===== config.mk =====
export PLATFORM = sky130hd
export DESIGN_NAME = dma_dscr_walker
export DESIGN_NICKNAME = d
export VERILOG_FILES = /design/src/rtl/dma_dscr_walker.sv
export SDC_FILE = /design/constraint.sdc
export NUM_CORES = 1
export LEC_CHECK = 0
export BUFFER_PORTS_ARGS = -buffer_cell sky130_fd_sc_hd__buf_4
export CAP_MARGIN = 30
export CORE_AREA = 3 3 216 218
export CTS_CLUSTER_SIZE = 25
export DETAILED_ROUTE_END_ITERATION = 10
export DIE_AREA = 0 0 219 221
export PLACE_DENSITY = 0.72
export SLEW_MARGIN = 40
export SYNTH_ARGS = -nofsm -noshare
export SYNTH_HDL_FRONTEND = slang
export SYNTH_SLANG_ARGS = --single-unit

===== constraint.sdc =====
create_clock -name clk -period 3.45 [get_ports clk]
set_clock_uncertainty 0.1 [all_clocks]
set_input_delay 0.1725 -clock clk [delete_from_list [all_inputs] [get_ports clk]]
set_output_delay 0.1725 -clock clk [all_outputs]
set_load 0.005 [all_outputs]

===== src/rtl/dma_dscr_walker.sv =====
module dma_dscr_walker #(
  parameter int AW  = 49,
  parameter int SZW = 30
) (
  input  logic           clk,
  input  logic           rst_n,
  input  logic           mem_mode,
  input  logic           ld_ptrs,
  input  logic [AW-1:0]  src_start,
  input  logic [AW-1:0]  dst_start,
  input  logic           fetch_src,
  input  logic           fetch_dst,
  input  logic           src_done,
  input  logic [AW-1:0]  cfg_src_addr,
  input  logic [SZW-1:0] cfg_src_size,
  input  logic [4:0]     cfg_src_attr,
  input  logic [AW-1:0]  cfg_dst_addr,
  input  logic [SZW-1:0] cfg_dst_size,
  input  logic [2:0]     cfg_dst_attr,
  output logic           rd_req,
  output logic [AW-1:0]  rd_addr,
  input  logic           rd_valid,
  input  logic [31:0]    rd_data,
  output logic           busy,
  output logic           desc_valid,
  output logic           desc_side,
  output logic [63:0]    desc_addr,
  output logic [SZW-1:0] desc_size,
  output logic           desc_coh,
  output logic           desc_type,
  output logic           desc_intr,
  output logic [1:0]     desc_cmd,
  output logic           src_err,
  output logic           dst_err,
  output logic           err_flag,
  output logic [AW-1:0]  src_ptr,
  output logic [AW-1:0]  dst_ptr
);
  localparam int HIW = AW - 32;
  localparam int BW  = 64 + SZW + 5;
  localparam logic [AW-1:0] STEP = AW'(16);

  logic [2:0]    wcnt;
  logic          op_dst, adv_q, src_type_q;
  logic [BW-1:0] dbuf;
  logic [31:0]   lnk_lo;

  wire pick_s = fetch_src;
  wire pick_d = fetch_dst & ~fetch_src;
  wire pick_a = src_done & ~fetch_src & ~fetch_dst & mem_mode;
  wire [AW-1:0] req_ptr   = pick_s ? src_ptr : dst_ptr;
  wire          misal     = |req_ptr[3:0];
  wire [AW-1:0] next_link = {rd_data[HIW-1:0], lnk_lo};

  assign rd_req    = busy;
  assign rd_addr   = (op_dst ? dst_ptr : src_ptr) + {{(AW-5){1'b0}}, wcnt, 2'b00};
  assign desc_addr = dbuf[63:0];
  assign desc_size = dbuf[64 +: SZW];
  assign desc_coh  = dbuf[64+SZW];
  assign desc_type = dbuf[65+SZW];
  assign desc_intr = dbuf[66+SZW];
  assign desc_cmd  = desc_side ? 2'b00 : dbuf[68+SZW -: 2];

  always_ff @(posedge clk or negedge rst_n) begin
    if (!rst_n) begin
      busy <= 1'b0; wcnt <= '0; op_dst <= 1'b0; adv_q <= 1'b0; src_type_q <= 1'b0;
      dbuf <= '0; lnk_lo <= '0; desc_valid <= 1'b0; desc_side <= 1'b0;
      src_err <= 1'b0; dst_err <= 1'b0; err_flag <= 1'b0;
      src_ptr <= '0; dst_ptr <= '0;
    end else begin
      desc_valid <= 1'b0;
      src_err    <= 1'b0;
      dst_err    <= 1'b0;
      if (!busy) begin
        if (ld_ptrs) begin
          src_ptr  <= src_start;
          dst_ptr  <= dst_start;
          err_flag <= 1'b0;
        end else if ((pick_s || pick_d) && !mem_mode) begin
          desc_valid <= 1'b1;
          desc_side  <= pick_d;
          if (pick_s) dbuf <= {cfg_src_attr, cfg_src_size, {(64-AW){1'b0}}, cfg_src_addr};
          else        dbuf <= {2'b00, cfg_dst_attr, cfg_dst_size, {(64-AW){1'b0}}, cfg_dst_addr};
        end else if (pick_s || pick_d) begin
          desc_side <= pick_d;
          if (misal) begin
            dbuf       <= '0;
            desc_valid <= 1'b1;
            err_flag   <= 1'b1;
            src_err    <= pick_s;
            dst_err    <= pick_d;
            if (pick_s) src_type_q <= 1'b0;
            else        dst_ptr    <= dst_ptr + STEP;
          end else begin
            busy   <= 1'b1;
            op_dst <= pick_d;
            adv_q  <= 1'b0;
            wcnt   <= 3'd0;
          end
        end else if (pick_a) begin
          if (!src_type_q) src_ptr <= src_ptr + STEP;
          else begin
            busy   <= 1'b1;
            op_dst <= 1'b0;
            adv_q  <= 1'b1;
            wcnt   <= 3'd4;
          end
        end
      end else if (rd_valid) begin
        wcnt <= wcnt + 3'd1;
        case (wcnt)
          3'd0: dbuf[31:0]  <= rd_data;
          3'd1: dbuf[63:32] <= rd_data;
          3'd2: dbuf[64 +: SZW] <= rd_data[SZW-1:0];
          3'd3: begin
            dbuf[64+SZW +: 5] <= rd_data[4:0];
            if (!op_dst) begin
              busy       <= 1'b0;
              desc_valid <= 1'b1;
              src_type_q <= rd_data[1];
            end else if (!rd_data[1]) begin
              busy       <= 1'b0;
              desc_valid <= 1'b1;
              dst_ptr    <= dst_ptr + STEP;
            end
          end
          3'd4: lnk_lo <= rd_data;
          default: begin
            busy <= 1'b0;
            if (op_dst) begin
              dst_ptr    <= next_link;
              desc_valid <= !adv_q;
            end else begin
              src_ptr <= next_link;
            end
          end
        endcase
      end
    end
  end


  rd_hold_chk: assert property (@(posedge clk) disable iff (!rst_n)
    (rd_req && !rd_valid) |=> (rd_req && $stable(rd_addr)));


  src_fetch_keeps_ptr_chk: assert property (@(posedge clk) disable iff (!rst_n)
    (desc_valid && !desc_side) |-> $stable(src_ptr));


  dst_move_with_fetch_chk: assert property (@(posedge clk) disable iff (!rst_n)
    (dst_ptr != $past(dst_ptr)) |-> ((desc_valid && desc_side) || $past(ld_ptrs)));


  err_zero_desc_chk: assert property (@(posedge clk) disable iff (!rst_n)
    (src_err || dst_err) |-> (desc_valid && desc_addr == '0 && desc_size == '0));


  err_flag_cause_chk: assert property (@(posedge clk) disable iff (!rst_n)
    $rose(err_flag) |-> (src_err || dst_err));
endmodule


==> key figures <==
Outcome
  • Status: finished with violations
  • Failing checks: setup timing

Synthesis
  • Post-synth EDFFs: 0
  • Commonest cells in the synthesized netlist: 242 x o21ai_0, 241 x dfrtp_1, 174 x nand2_1
  • Count of cell types in the netlist: 80
  • Top_reg_cell synth: dfrtp_1
  • Largest area contributor in the netlist: dfrtp_1
  • Top cell type's share of synthesized area: a little over a third
  • Synth warnings: 0
  • Synthesized area: 0.0166 sq mm
  • Area contributors post-synth: dfrtp_1 36%, mux2_2 8.2%, o21ai_0 7.3%, mux2i_1 7.2%, buf_4 4.4%
  • #FFs+latches synth: ~240
  • Avg Cell Area, Syn: about 8.9 sq um
  • Count leader, synth: o21ai_0
  • Async SR Flop Fraction: 100%
  • Syn nets: 2,180
  • Gate Count Post-Synth: between 1,500 and 2,000
  • Seq/Total Area, Yosys: between 30% and 40%

Global routing
  • Pin count of the biggest net entering global routing: 87
  • Number of global-route vias before repair: between 15,000 and 20,000
  • Overflow after GRT: 0
  • GRT Total Usage: 34.1%
  • First-pass GRT wire length: 125,000 um
  • Initial antenna violation count: 8

STA
  • RSZ-0062 raised after global routing: yes
  • Max Slew Vio Count: 0
  • Period minus WS final: 3470 ps
  • Endpoints failing hold: 0
  • Min Hold Slack: about 22 ps
  • Final TNS setup: -32.2 ps
  • Slew margin rel.: 43.6%
  • Fin worst setup slack: -21.9 ps
  • Tightest Pin Transition: between 800 and 900 ps
  • Max Freq: slightly below 300 MHz
  • Tcrit/Tclk final: 101%
  • Final Setup Violations: 2

Die
  • # IOs: approximately 560
  • Die ar.: 0.0484 sq mm
  • Core Area: about 0.045 sq mm
  • Initial Utilization: between 30% and 40%
  • Die Wd: about 220 um
  • Die Ht: 221 um
  • Cell Rows: 78

Detailed routing
  • Vias/cell: between 5 and 6
  • Drt total wl: 86,500 um
  • DR iter-0 viols: approximately 2,000
  • Via Count: about 19,000
  • Pre-Repair DR Iteration Count: 6
  • Post-route DRC violation count: 0
  • Antenna viol nets, final: 0
  • DR WL/cell: 26.9 um

Pwr
  • Maximum VDD drop: approximately 520 uV
  • PD cells: 740 mW/mm^2
  • Total power: 18.8 mW
  • Leak Pwr: 11.4 nW

Clocking
  • H-tree depth: 1
  • Latest clock arrival within the worst-skew pair: 580 ps
  • CTS root buffer: clkbuf_16
  • Clk buf depth: 3
  • Worst-path clk slew: about 60 ps
  • Clock Sink Count: roughly 240
  • CTS tree: done
  • TritonCTS buffer count: 30

Worst setup path
  • Reg-to-reg setup timing slack: around 510 ps
  • Startpoint Class: flop
  • RR Endpoint: dbuf[20]$_DFFE_PN0P_
  • Crit Path Class: reg2out
  • Crit Reg-Reg Startpoint: src_ptr[1]$_DFFE_PN0P_
  • R2R cell count: 8
  • WP data arrival: ~3200 ps
  • WP data required: ~3200 ps
  • Critical path endpoint category: output pin
  • CP Max Fanout: 7

Final layout
  • Final Util: between 50% and 60%
  • Final Cell Area: 0.0254 sq mm
  • Nets: 2,906
  • Area Growth Syn to Fin: 53.1%
  • Share of layout cells above drive strength 1: about a third
  • Final Instance Count excl. Fillers: ~3,200
  • Fillers: 3,871

Place
  • DP Area: between 0.02 and 0.025 sq mm
  • GP Congestion: between 1 and 1.5
  • Place WS: roughly 250 ps
  • Port bufs: 556
  • HPWL after DPL: 61,900 um
  • Inst Count DP: approximately 2,900

Hold path
  • Hold Crit Depth: 4
  • Worst min-delay path startpoint: cfg_dst_addr[38]
  • WHS Endpoint: dbuf[38]$_DFFE_PN0P_
  • Hold WC Path Type: in2reg

Job
  • Max cap viols: 0
[cells by family (layout without fill, tap and decap cells)]
logic type	after synthesis	in the layout	synth area share, %
buffers and inverters	270	1019	8.79
adder cells (fa/ha/maj)	11	11	0.874
AO/OA/AOI/OAI	517	517	19.2
flip-flops	241	241	36.3
XOR/XNOR	58	58	3.06
AND/OR/NAND/NOR	525	525	16.1
multiplexers	243	243	15.6
other	0	6	0
[what timing repair did]
item                                   4_1_cts  5_1_grt
setup endpoints to repair                   30       25
hold buffers                               275        0
buffers inserted                             3        9
endpoints found under the hold margin      308        0
pin swaps                                    9       13
gates cloned                                 0        1
resized for setup                           27       35
[critical path, cell delays in order, from the launching register on]
cell,delay (ps)
dfrtp_4,540
mux2_4,340
ha_4,170
fa_2,370
a21oi_4,200
a211o_1,160
o21bai_4,250
nor2b_2,110
a221oi_2,240
nor2_1,80
buf_4,150
[layer usage]
layer	share of wire, %	vias to the layer above	track usage [%]
li1	-	8224	-
met1	37	9274	42.1
met2	47	1397	56.2
met3	9.8	283	6.66
met4	6.4	2	18.4
met5	0.043	-	0
[report_power, final]
group,switching [mW],internal (mW)
sequential,1.88,4.03
clock,1.34,2.18
combinational,4.81,4.59
[sequential cells by signal, indices dropped and copies added, names as in the netlist]
register / flops
dst_ptr: 49
dst_err: 1
desc_valid: 1
src_ptr: 49
lnk_lo: 32
adv_q: 1
busy: 1
desc_side: 1
src_err: 1
wcnt: 3
dbuf: 99
err_flag: 1
src_type_q: 1
op_dst: 1
[layout by cell type (no fill, tap or decap), types with 18 or more instances in the layout]
| master | instances |
|---|---|
| a21oi_1 | 67 |
| a221oi_1 | 23 |
| a31oi_1 | 26 |
| and3_1 | 18 |
| buf_4 | 647 |
| clkbuf_16 | 32 |
| dfrtp_1 | 239 |
| dlygate4sd3_1 | 275 |
| inv_1 | 27 |
| mux2_2 | 120 |
| mux2i_1 | 119 |
| nand2_1 | 173 |
| nand3_1 | 49 |
| nand4_1 | 30 |
| nor2_1 | 89 |
| nor3_1 | 37 |
| nor4_1 | 20 |
| o21ai_0 | 241 |
| xnor2_1 | 34 |
| xor2_1 | 22 |
[worst max-delay path by stage]
stage / from / to / slack, ps
final: op_dst$_DFFE_PN0P_ / rd_addr[22] / -20
after global routing: op_dst$_DFFE_PN0P_ / rd_addr[42] / -100
after CTS: op_dst$_DFFE_PN0P_ / rd_addr[40] / -70
after detailed placement: op_dst$_DFFE_PN0P_ / rd_addr[40] / 250
after global placement: op_dst$_DFFE_PN0P_ / rd_addr[40] / 300
after floorplan: op_dst$_DFFE_PN0P_ / rd_addr[22] / 30
[final cells by class]
class	instances	area (sq um)	share of cell area [%]
Timing Repair Buffer	937	7880	31.0
Tap cell	600	751	2.95
Inverter	27	101	0.399
Multi-Input combinational cell	1354	9550	37.6
Clock inverter	12	194	0.763
Clock buffer	43	901	3.54
Antenna cell	6	15.0	0.0591
Sequential cell	241	6040	23.7
No activity file was read; power rests on OpenSTA's default activity.
